**config.mk**
```make
export PLATFORM = sky130hd
export DESIGN_NAME = smpclk_ctrl
export DESIGN_NICKNAME = d
export VERILOG_FILES = /design/src/rtl/smpclk_pkg.sv /design/src/rtl/smpclk_regs.sv /design/src/rtl/smpclk_sync.sv /design/src/rtl/smpclk_prescaler.sv /design/src/rtl/smpclk_ctrl.sv
export SDC_FILE = /design/constraint.sdc
export NUM_CORES = 1
export LEC_CHECK = 0
export CAP_MARGIN = 5
export CORE_UTILIZATION = 54
export CTS_BUF_LIST = sky130_fd_sc_hd__clkbuf_16
export CTS_CLUSTER_DIAMETER = 30
export CTS_CLUSTER_SIZE = 10
export DETAILED_ROUTE_END_ITERATION = 7
export GPL_TIMING_DRIVEN = 0
export PLACE_DENSITY_LB_ADDON = 0.05
export SETUP_SLACK_MARGIN = 0.02
export SLEW_MARGIN = 20
export SYNTH_ARGS = -nofsm -noshare
export SYNTH_HDL_FRONTEND = slang
export SYNTH_SLANG_ARGS = --single-unit
```
**constraint.sdc**
```tcl
create_clock -name clk -period 5 [get_ports clk]
set_input_delay 0.5 -clock clk [delete_from_list [all_inputs] [get_ports clk]]
set_output_delay 0.5 -clock clk [all_outputs]
set_load 0.01 [all_outputs]
```
**src/rtl/smpclk_pkg.sv**
```systemverilog
package smpclk_pkg;
  localparam int REG_W    = 16;
  localparam int PSEL_W   = 4;
  localparam int PSEL_LSB = 12;
  localparam int RSB_BIT  = 6;
  localparam int MODE_BIT = 8;
  localparam int CEN_BIT  = 9;

  typedef struct packed {
    logic [PSEL_W-1:0] psel;
    logic              cen_req;
    logic              mode;
    logic              rsb;
  } ctrl_t;

  function automatic logic [REG_W-1:0] live_mask();
    logic [REG_W-1:0] m;
    m = '0;
    m[PSEL_LSB +: PSEL_W] = '1;
    m[RSB_BIT]  = 1'b1;
    m[MODE_BIT] = 1'b1;
    m[CEN_BIT]  = 1'b1;
    return m;
  endfunction
endpackage

```
**src/rtl/smpclk_regs.sv**
```systemverilog
module smpclk_regs
  import smpclk_pkg::*;
(
  input  logic             clk,
  input  logic             rst,
  input  logic             wr_en,
  input  logic [REG_W-1:0] wr_data,
  input  logic             status,
  output ctrl_t            ctrl,
  output logic             psel_chg,
  output logic [REG_W-1:0] rd_data
);
  localparam logic [REG_W-1:0] RSV_MASK = ~live_mask();

  logic unused_bits;
  assign unused_bits = ^(wr_data & RSV_MASK);

  always_ff @(posedge clk) begin
    if (rst) begin
      ctrl <= '0;
    end else if (wr_en) begin
      ctrl.psel    <= wr_data[PSEL_LSB +: PSEL_W];
      ctrl.cen_req <= wr_data[CEN_BIT];
      ctrl.mode    <= wr_data[MODE_BIT];
      ctrl.rsb     <= wr_data[RSB_BIT];
    end
  end

  assign psel_chg = wr_en && (wr_data[PSEL_LSB +: PSEL_W] != ctrl.psel);

  always_comb begin
    rd_data = '0;
    rd_data[PSEL_LSB +: PSEL_W] = ctrl.psel;
    rd_data[CEN_BIT]  = status;
    rd_data[MODE_BIT] = ctrl.mode;
    rd_data[RSB_BIT]  = ctrl.rsb;
  end

  // reserved positions never show a one
  p_reserved_zero_r6: assert property (@(posedge clk) disable iff (rst)
    (rd_data & RSV_MASK) == '0);
endmodule

```
**src/rtl/smpclk_sync.sv**
```systemverilog
module smpclk_sync #(
  parameter int STAGES = 2
) (
  input  logic clk,
  input  logic rst,
  input  logic req,
  output logic status
);
  logic [STAGES-1:0] pipe;

  always_ff @(posedge clk) begin
    if (rst) pipe <= '0;
    else     pipe <= {pipe[STAGES-2:0], req};
  end

  assign status = pipe[STAGES-1];

  generate
    if (STAGES == 2) begin : g_chk
      logic [1:0] age;
      always_ff @(posedge clk) begin
        if (rst)             age <= '0;
        else if (age != 2'd2) age <= age + 2'd1;
      end
      // status repeats the request seen two edges earlier
      p_status_lag_r3: assert property (@(posedge clk) disable iff (rst)
        (age == 2'd2) |-> (status == $past(req, 2)));
    end
  endgenerate
endmodule

```
**src/rtl/smpclk_prescaler.sv**
```systemverilog
module smpclk_prescaler #(
  parameter int PSEL_W = 4
) (
  input  logic              clk,
  input  logic              rst,
  input  logic              run,
  input  logic              clr,
  input  logic [PSEL_W-1:0] psel,
  output logic              tick
);
  localparam int CNT_W = 1 << PSEL_W;

  logic [CNT_W-1:0] cnt;
  logic [CNT_W-1:0] lim;

  assign lim  = ~({CNT_W{1'b1}} << (int'(psel) + 1));
  assign tick = run && (cnt == lim);

  always_ff @(posedge clk) begin
    if (rst || !run || clr) cnt <= '0;
    else if (tick)          cnt <= '0;
    else                    cnt <= cnt + 1'b1;
  end

  // a strobe never lasts two cycles
  p_strobe_single_r1: assert property (@(posedge clk) disable iff (rst)
    tick |=> !tick);
  // a stopped divider sits at zero
  p_idle_clear_r2: assert property (@(posedge clk) disable iff (rst)
    !run |=> (cnt == '0));
endmodule

```
**src/rtl/smpclk_ctrl.sv**
```systemverilog
module smpclk_ctrl
  import smpclk_pkg::*;
(
  input  logic             clk,
  input  logic             rst,
  input  logic             wr_en,
  input  logic [REG_W-1:0] wr_data,
  input  logic             standby,
  output logic [REG_W-1:0] rd_data,
  output logic             sample_strobe,
  output logic             monitor_en
);
  ctrl_t ctrl;
  logic  psel_chg;
  logic  running;
  logic  tick;
  logic  stby_ok;

  smpclk_regs u_regs (
    .clk(clk), .rst(rst), .wr_en(wr_en), .wr_data(wr_data),
    .status(running), .ctrl(ctrl), .psel_chg(psel_chg), .rd_data(rd_data)
  );

  smpclk_sync #(.STAGES(2)) u_sync (
    .clk(clk), .rst(rst), .req(ctrl.cen_req), .status(running)
  );

  smpclk_prescaler #(.PSEL_W(PSEL_W)) u_div (
    .clk(clk), .rst(rst), .run(running), .clr(psel_chg),
    .psel(ctrl.psel), .tick(tick)
  );

  assign stby_ok       = !standby || ctrl.rsb;
  assign sample_strobe = tick && stby_ok;
  assign monitor_en    = running && (!ctrl.mode || tick) && stby_ok;

  // standby without permission silences both outputs
  p_standby_blocks_r5: assert property (@(posedge clk) disable iff (rst)
    (standby && !rd_data[RSB_BIT]) |-> (!monitor_en && !sample_strobe));
  // sampled mode enables the monitor only on a strobe
  p_sampled_on_strobe_r4: assert property (@(posedge clk) disable iff (rst)
    (rd_data[MODE_BIT] && monitor_en) |-> sample_strobe);
  // continuous mode holds the enable while running
  p_cont_hold_r4: assert property (@(posedge clk) disable iff (rst)
    (rd_data[CEN_BIT] && !rd_data[MODE_BIT] && !standby) |-> monitor_en);
endmodule

```
==> results of run 1 <==
[per-layer routing]
| layer | part of all wire, % | track usage [%] | vias to the layer above |
|---|---|---|---|
| met4 | 1.4 | 8.16 | 0 |
| met5 | 0 | 0 | - |
| li1 | - | - | 752 |
| met3 | 3.4 | 3.52 | 7 |
| met2 | 48 | 38.9 | 37 |
| met1 | 47 | 28.3 | 680 |
[logic make-up after synthesis]
group           synth area share, %
simple gates                   27.6
buf+inv                        9.46
compound gates                 13.6
other cells                   0.218
flops                          29.1
mux                            5.90
xor+xnor                       11.2
fa+ha+maj                      2.91
[cell usage after synthesis (all sizes together) (3+ instances only)]
cell type / instances / area, sq um
and3: 22 / 145
clkbuf: 5 / 18.8
o21ai: 3 / 15.0
a211oi: 3 / 22.5
ha: 4 / 50.1
a21oi: 4 / 23.8
nor2b: 7 / 43.8
xnor2: 17 / 149
nand4: 5 / 46.3
nor2: 16 / 60.1
dfxtp: 25 / 500
mux2i: 9 / 90.1
nand2: 13 / 48.8
inv: 7 / 26.3
xor2: 5 / 43.8
nand3: 8 / 40.0
buf: 16 / 118
[registers in the layout, summed over array words and instances (netlist names)]
signal / cells
u_div.cnt: 16
u_sync.pipe: 2
u_regs.ctrl: 7
[power by group through the flow]
| stage | Combinational (mW) | Clock, mW | Sequential [mW] |
|---|---|---|---|
| 2_1_floorplan | 0.0486 | 0 | 0.212 |
| 3_3_place_gp | 0.0693 | 0 | 0.212 |
| 3_5_place_dp | 0.0700 | 0 | 0.212 |
| 4_1_cts | 0.0703 | 0.175 | 0.207 |
| 5_1_grt | 0.0769 | 0.185 | 0.208 |
| 6_report | 0.0709 | 0.172 | 0.207 |
[final cells by class]
class	count	area (sq um)	share of cell area, %
Inverter	7	26.3	1.28
Buffer	21	136	6.64
Timing Repair Buffer	17	170	8.29
Clock inverter	1	3.75	0.183
Clock buffer	3	75.1	3.66
Sequential cell	25	500	24.4
Multi-Input combinational cell	155	1090	52.9
Tap cell	44	55.1	2.68
[worst max-delay path, stage by stage (launching register included)]
cell and delay (ns):
dfxtp_1 0.49, ha_1 0.31, ha_1 0.27, buf_2 0.18, a31oi_1 0.35, o21ai_0 0.23, a2111oi_4 0.43, nand4_4 0.21
a221oi_1 0.29, clkdlybuf4s50_1 0.58
[worst paths after layout]
path	to	slack, ns	cells after the start
worst max-delay path	monitor_en	0.90	9
worst min-delay path	u_sync.pipe[1]	0.46	1
worst max register to register	u_div.cnt[15]	2.09	9
worst min register to register	u_sync.pipe[1]	0.46	1
[stage by stage]
| stage | instance area [sq um] | worst slack [ns] | hold WS [ns] | std cells |
|---|---|---|---|---|
| after global placement | 1970 | 1.23 | 0.428 | 269 |
| after floorplan | 1750 | 1.92 | 0.414 | 208 |
| after detailed placement | 1970 | 1.22 | 0.449 | 269 |
| after global routing | 2050 | 0.691 | 0.479 | 273 |
| after CTS | 2050 | 0.906 | 0.458 | 273 |
| final | 2050 | 0.905 | 0.458 | 273 |
==> run summary, run 1 <==
status - finished clean
critical path class - flip-flop to primary output
Yosys reg bits - 25
Port Buf Inserts - 17
drt drc - 0
Iteration-0 DRC Markers - 105
Final Wtd Congestion - 0.853
H-tree depth - 1
Worst-path clk slew - 0.06 ns
CP Max Fanout - 10
I/O Pins - 38
NetSw - 0.104 mW
Final Max Tran Viols - 0
Routed Antenna Nets - 0
Worst EP arrival - 3.60 ns
Comb power frac - 15.8%
fillers - 266
Synth async-reset ratio - 0%
row cnt - 20
Seq/Total Area, Yosys - 29.1%
yosys warns - 0
CP Launch Point - u_regs.ctrl[4]
CTS root buf - clkbuf_16
fraction of layout instances using a drive strength above 1 - 14.8%
CTS Sinks - 25
Final Power - 0.450 mW
GR Overflow Total - 0
post_cts resized - 0
Worst Clk Skew - 0.00244 ns
DP Wirelength - 2720 um
Routed WL - 3520 um
max_slew headroom - 54.0%
RSZ-0062 raised after global routing - false
Final min period - 4.10 ns
# Post-CTS Setup Buffers - 0
Max Root-Sink Buffers - 2
synthesized area - 1720 sq um
switching part of the total power - 23.2%
Hold Crit Start - u_sync.pipe[0]
fmax - 0.244 GHz
final core occ - 67.8%
full die area - 3410 sq um
die width - 58.4 um
Netlist cell types - 50
pin count of the biggest net entering global routing - 14
final net count - 254
most common cell after layout, fill and taps aside - dfxtp_1
Leakage - 0.879 nW
Final Hold Fails - 0
crit start category - flip-flop
vias in the first global route - 1425
syn_area_per_cell - 8.60 sq um
worst reg2reg startpoint - u_regs.ctrl[4]
most frequent cells in the layout - dfxtp_1, xnor2_1, clkdlybuf4s50_1, and3_1, nor2_1
Ant. Diodes - 0
P&R area growth vs syn - 19.4%
initial antenna violation count - 0
Overall Global Routing Usage - 22.5%
clock network power share - 38.2%
core area - 3030 sq um
WL/cell - 12.9 um
Flop pwr share - 46.1%
worst skew pair latency - 0.25 ns
Hold-fix buffers, CTS - 0
IR drop worst, VDD - 0.179 mV
die height - 58.4 um
via count - 1476
post-synthesis cell count - 200
Setup crit end kind - primary output
Final Cycle Share - 81.9%
number of synthesized flops with an enable pin - 0
Hold Path Class - flip-flop to flip-flop
Synth Flop Type - dfxtp_1
Max Cap Violations - 0
DR pass1 iterations - 4
CTS Buf Count - 3
Total Neg Setup Slack - 0 ns
Internal Power - 0.346 mW
pwr dens - 219 nW/um^2
first-pass GRT wire length - 5970 um
Final setup violation count - 0
Worst Tran Pin Value - 0.686 ns
Initial Util - 56.8%
critical path required time - 4.50 ns
CTS tree - done
vias per cell - 5.41
(Power assumes the default switching activity.)
==> run 2, diff against run 1 <==
CORE_UTILIZATION = 50   (was 54)
clock period = 3.8 ns   (was 5 ns; I/O delays follow)
==> run 2 against run 1 <==
Against the previous run: design area rose by 1.7%; combinational power grew 37%; hold slack got worse by 0.012 ns; largest power group unchanged; cell count up 0.37%; clock skew is essentially flat; die area up 7.7%; non-clock buffer count increased by 1; largest cell class unchanged.
==> run summary, run 2 (synthesized netlist as in run 1, its figures left out) <==
Hold-fix buffers, CTS - 0 (unchanged)
Overall Global Routing Usage - 23.2% (+0.70 points)
critical path required time - 3.42 ns (-1.08 ns)
Setup crit end kind - primary output
crit start category - flip-flop
I/O Pins - 38 (unchanged)
first-pass GRT wire length - 6380 um (+6.8%)
Iteration-0 DRC Markers - 62 (-41%)
Final Max Tran Viols - 0 (unchanged)
post-placement cell area - 1970 sq um (unchanged)
Top reg by flops - u_div.cnt
CTS Buf Count - 3 (unchanged)
Worst EP arrival - 3.23 ns (-0.37 ns)
GR Overflow Total - 0 (unchanged)
drt drc - 0 (unchanged)
top flop regs - u_div.cnt: 16 flops, u_regs.ctrl: 7 flops, u_sync.pipe: 2 flops
Final Wtd Congestion - 0.841 (-1.4%)
Final min period - 3.61 ns
Worst Clk Skew - 0.00220 ns (-0.000246 ns)
RSZ-0062 raised after global routing - false
Routed WL - 3920 um (+12%)
pin count of the biggest net entering global routing - 16 (+2)
final core occ - 66.2% (-1.6 points)
Non-Filler Instances - 274 (+0.37%)
CTS Sinks - 25 (unchanged)
fraction of layout instances using a drive strength above 1 - 17.8% (+3.0 points)
Initial Util - 54.5% (-2.3 points)
slowest stage cell, crit path - a2111oi_4
CTS root buf - clkbuf_16
Leakage - 0.903 nW (+2.7%)
core area - 3150 sq um (+4.1%)
fillers - 289 (+8.6%)
critical path class - flip-flop to primary output
Port Buf Inserts - 17 (unchanged)
status - finished clean
die height - 60.6 um (+3.8%)
Final Cycle Share - 94.9%
P&R area growth vs syn - 21.5%
Ant. Diodes - 0 (unchanged)
via count - 1524 (+3.3%)
vias per cell - 5.56 (+2.9%)
CTS tree - done
Final Hold Fails - 0 (unchanged)
die width - 60.6 um (+3.8%)
final net count - 255 (+0.39%)
Routed Antenna Nets - 0 (unchanged)
row cnt - 20 (unchanged)
full die area - 3680 sq um (+7.7%)
fmax - 0.277 GHz
max_slew headroom - 52.2% (-1.8 points)
Final setup violation count - 0 (unchanged)
worst reg2reg startpoint - u_regs.ctrl[4]
pwr dens - 292 nW/um^2 (+33%)
worst skew pair latency - 0.26 ns (about the same)
Worst Tran Pin Value - 0.713 ns (+0.0273 ns)
max reg flops - 16 (unchanged)
Max Root-Sink Buffers - 2 (unchanged)
CP Cell Sequence - ha_2 -> ha_1 -> nor2b_1 -> o221a_2 -> o21ai_0 -> a2111oi_4 -> nand4_4 -> buf_4 -> a221oi_1 -> dlygate4sd2_1
R2R cell count - 9 (unchanged)
initial antenna violation count - 0 (unchanged)
vias in the first global route - 1389 (-2.5%)
CP Max Fanout - 9 (-1)
cell area after layout - 2090 sq um (+1.7%)
H-tree depth - 1 (unchanged)
Total Neg Setup Slack - 0 ns (unchanged)
Cells on Worst Hold Path - 1 (unchanged)
setup ws final - 0.194 ns (-0.711 ns)
DP Wirelength - 2890 um (+6.3%)
Hold Path Class - flip-flop to flip-flop
WL/cell - 14.3 um (+11%)
dpl cells - 269 (unchanged)
most frequent cells in the layout - dfxtp_1, xnor2_1, and3_1, nor2_1, clkdlybuf4s50_1
DR pass1 iterations - 5 (+1)
Worst-path clk slew - 0.07 ns (about the same)
IR drop worst, VDD - 0.203 mV (+13%)
Worst Setup Slack post-DPL - 0.128 ns (-1.09 ns)
crit-path max cell delay - 0.44 ns (-0.14 ns)
Hold Crit Start - u_sync.pipe[0]
CP Launch Point - u_regs.ctrl[4]
Max Cap Violations - 0 (unchanged)
most common cell after layout, fill and taps aside - dfxtp_1
-- run 2: cell type report --
class                           count  area [sq um]  area share (%)
Buffer                             21           139            6.65
Clock buffer                        3          75.1            3.59
Clock inverter                      1          7.51           0.359
Inverter                            7          26.3            1.26
Multi-Input combinational cell    155          1100            52.7
Sequential cell                    25           505            24.2
Tap cell                           44          55.1            2.64
Timing Repair Buffer               18           179            8.57
-- run 2: stage by stage --
step	power (mW)	hold WS, ns
after CTS	0.610	0.449
final	0.610	0.446
after detailed placement	0.372	0.434
after global placement	0.370	0.432
after global routing	0.633	0.464
after floorplan	0.343	0.414
-- run 2: path summary, 6_finish.rpt --
kind               endpoint  slack, ns
max              monitor_en       0.19
min          u_sync.pipe[1]       0.45
min reg2reg  u_sync.pipe[1]       0.45
max reg2reg    u_div.cnt[0]       1.07
-- run 2: metal layers --
layer | GRT usage (%) | part of all wire, % | up-vias
li1 | - | - | 754
met3 | 4.69 | 5.2 | 13
met5 | 0 | 0 | -
met4 | 8.12 | 1.6 | 0
met1 | 30.1 | 45 | 707
met2 | 38.3 | 48 | 50
-- run 2: critical path, delay by kind of cell (launching register included) --
| kind | cells | cell delay, ns |
|---|---|---|
| AOI/OAI and AO/OA | 4 | 1.06 |
| buffers and inverters | 2 | 0.49 |
| adders and majority gates | 2 | 0.55 |
| DFF | 1 | 0.42 |
| and+or+nand+nor | 2 | 0.44 |
-- run 2: repair_timing --
item                       in CTS  in global routing
buffers inserted                1                  0
hold endpoints to repair        0                  0
resized for setup               6                  3
cloned                          0                  0
pin swaps                       1                  0
setup endpoints to repair       2                  2
-- run 2: power by group --
part / switching [mW] / internal, mW / leakage [nW] / total (mW)
sequential: 0.00593 / 0.267 / 0.204 / 0.273
clock: 0.0977 / 0.143 / 0.0371 / 0.241
combinational: 0.0484 / 0.0484 / 0.662 / 0.0969
total: 0.152 / 0.458 / 0.903 / 0.610
==> run 3, diff against run 2 <==
CAP_MARGIN = unset   (was 5)
PLACE_DENSITY = 0.89   (was unset)
PLACE_DENSITY_LB_ADDON = unset   (was 0.05)
==> run 3 against run 2 <==
Against the previous run: critical path depth grew 1; hold slack improved by 0.022 ns; count of clock-buffer cells in the layout unchanged; cell count grew 0.73%; maximum frequency increased by 9.3%; combinational power rose by 10%; power increased by 1.1%; clock power fell by 2%; first-iteration DRC count shrank 3.2%; design area increased by 2.2%; critical endpoint is now sample_strobe; highest routed layer unchanged.
==> run summary, run 3 (synthesized netlist as in run 1, its figures left out) <==
status - finished clean
fraction of layout instances using a drive strength above 1 - 19.4% (+1.6 points)
DR pass1 iterations - 4 (-1)
worst skew pair latency - 0.26 ns (about the same)
initial antenna violation count - 0 (unchanged)
Max Cap Violations - 0 (unchanged)
CTS Buf Count - 3 (unchanged)
Hold Crit Start - u_regs.ctrl[2]
fmax - 0.303 GHz (+9.3%)
RSZ-0062 raised after global routing - false
CP Buf/Inv Count - 3 (+1)
via count - 1549 (+1.6%)
family with the most delay on the worst path - compound AO/OA/AOI/OAI gates
Ant. Diodes - 0 (unchanged)
I/O Pins - 38 (unchanged)
max_slew headroom - 52.4% (+0.18 points)
critical path required time - 3.42 ns (about the same)
most common cell after layout, fill and taps aside - dfxtp_1
CTS root buf - clkbuf_16
Reg-to-Reg End - u_div.cnt[11]
Hold Path Class - flip-flop to flip-flop
Top reg by flops - u_div.cnt
hold path endpoint - u_sync.pipe[0]
Max Root-Sink Buffers - 2 (unchanged)
Final Max Tran Viols - 0 (unchanged)
P&R area growth vs syn - 24.1%
drt drc - 0 (unchanged)
setup ws final - 0.499 ns (+0.306 ns)
post-placement cell area - 1970 sq um (unchanged)
critical path class - flip-flop to primary output
R2R cell count - 11 (+2)
fillers - 238 (-18%)
crit start category - flip-flop
max reg flops - 16 (unchanged)
Total Neg Setup Slack - 0 ns (unchanged)
Cells on Worst Hold Path - 1 (unchanged)
Overall Global Routing Usage - 23.9% (+0.68 points)
die width - 60.6 um (unchanged)
Final min period - 3.30 ns (-0.306 ns)
Iteration-0 DRC Markers - 60 (-3.2%)
Setup crit end kind - primary output
first-pass GRT wire length - 6480 um (+1.6%)
top flop regs - u_div.cnt: 16 flops, u_regs.ctrl: 7 flops, u_sync.pipe: 2 flops
H-tree depth - 1 (unchanged)
CTS Sinks - 25 (unchanged)
NetSw - 0.154 mW (+0.99%)
WL/cell - 14.5 um (+1.1%)
CP Cell Sequence - ha_4 -> ha_1 -> buf_4 -> nor2b_1 -> a211oi_2 -> xnor2_1 -> a2111oi_4 -> nand4_4 -> buf_6 -> a21oi_1 -> dlymetal6s2s_1
Worst Clk Skew - 0.00720 ns (+0.00500 ns)
full die area - 3680 sq um (unchanged)
Initial Util - 54.5% (unchanged)
Internal Power - 0.464 mW (+1.2%)
IR drop worst, VDD - 0.260 mV (+28%)
Hold-fix buffers, CTS - 0 (unchanged)
cell area after layout - 2130 sq um (+2.2%)
pwr dens - 289 nW/um^2 (-1.0%)
vias in the first global route - 1452 (+4.5%)
CTS tree - done
worst reg2reg startpoint - u_regs.ctrl[4]
Comb power frac - 17.3% (+1.4 points)
slowest stage cell, crit path - dfxtp_2
core area - 3150 sq um (unchanged)
reg-to-reg slack, setup - 1.05 ns (-0.02 ns)
Final setup violation count - 0 (unchanged)
DP Wirelength - 2710 um (-6.2%)
pin count of the biggest net entering global routing - 16 (unchanged)
switching part of the total power - 24.9% (-0.031 points)
vias per cell - 5.61 (+0.90%)
dpl cells - 269 (unchanged)
Port Buf Inserts - 17 (unchanged)
Worst Setup Slack post-DPL - 0.138 ns (+0.0100 ns)
Worst-path clk slew - 0.07 ns (about the same)
GR Overflow Total - 0 (unchanged)
Leakage - 0.931 nW (+3.1%)
Worst EP arrival - 2.92 ns (-0.31 ns)
Final Power - 0.617 mW (+1.1%)
Final Hold Fails - 0 (unchanged)
Final Cycle Share - 86.9% (-8.1 points)
most frequent cells in the layout - dfxtp_1, xnor2_1, and3_1, nor2_1, clkdlybuf4s50_1
die height - 60.6 um (unchanged)
Non-Filler Instances - 276 (+0.73%)
final net count - 257 (+0.78%)
Routed Antenna Nets - 0 (unchanged)
row cnt - 20 (unchanged)
Final Wtd Congestion - 0.921 (+9.5%)
Flop pwr share - 44.3% (-0.4 points)
CP Max Fanout - 10 (+1)
crit-path max cell delay - 0.43 ns (about the same)
Routed WL - 3990 um (+1.9%)
clock network power share - 38.4% (-1.0 points)
Worst Tran Pin Value - 0.710 ns (-0.00264 ns)
-- run 3: cell types whose count changed in the layout (fill, tap and decap cells not counted) --
cell            before  now
a211oi_2             0    1
a2bb2oi_1            1    0
a211oi_1             3    2
ha_2                 1    0
dlymetal6s2s_1       1    2
dlygate4sd2_1        1    0
ha_4                 0    1
nand4_2              0    1
buf_4               12   13
a2bb2oi_2            0    1
-- run 3: repair_timing --
item	in CTS	in global routing
gates cloned	1	0
buffers inserted	1	1
endpoints found under the setup margin	2	2
gates resized for setup	6	7
pin swaps	2	1
-- run 3: layout make-up --
type | instances | area (sq um) | share of cell area [%]
plain buffers | 21 | 139 | 6.51
repair buffers | 19 | 190 | 8.91
clock inverters | 1 | 7.51 | 0.352
flip-flops and latches | 25 | 505 | 23.7
clock buffers | 3 | 75.1 | 3.52
well taps | 44 | 55.1 | 2.58
multi-input cells | 156 | 1130 | 53.2
inverters | 7 | 26.3 | 1.23
-- run 3: layer usage --
| metal | global-route usage (%) | vias up | wire, um |
|---|---|---|---|
| li1 | - | 757 | - |
| met1 | 31.6 | 748 | 1840 |
| met2 | 37.8 | 38 | 1950 |
| met3 | 4.69 | 6 | 139 |
| met4 | 10.4 | 0 | 65 |
| met5 | 0 | - | 0 |
-- run 3: worst max path at each step --
stage                         from       endpoint  slack (ns)  cells past startpoint
finish              u_regs.ctrl[4]  sample_strobe        0.50                     11
global route        u_regs.ctrl[4]  sample_strobe        0.39                     11
CTS                 u_regs.ctrl[3]  sample_strobe        0.03                     11
detailed placement  u_regs.ctrl[3]     monitor_en        0.14                      9
global placement    u_regs.ctrl[4]     monitor_en        0.11                      9
floorplan           u_regs.ctrl[4]     monitor_en        0.84                      8
-- run 3: per-stage QoR --
stage	hold WS (ns)	util, %
after CTS	0.469	66.6
after detailed placement	0.459	62.6
after global placement	0.419	62.6
after global routing	0.481	67.7
after floorplan	0.414	-
final	0.468	67.7
-- run 3: power groups by stage --
| stage | clock network (mW) | registers (mW) | logic [mW] |
|---|---|---|---|
| 6_report | 0.237 | 0.273 | 0.107 |
| 5_1_grt | 0.254 | 0.274 | 0.116 |
| 4_1_cts | 0.242 | 0.273 | 0.100 |
| 3_5_place_dp | 0 | 0.279 | 0.0924 |
| 3_3_place_gp | 0 | 0.279 | 0.0911 |
| 2_1_floorplan | 0 | 0.279 | 0.0639 |
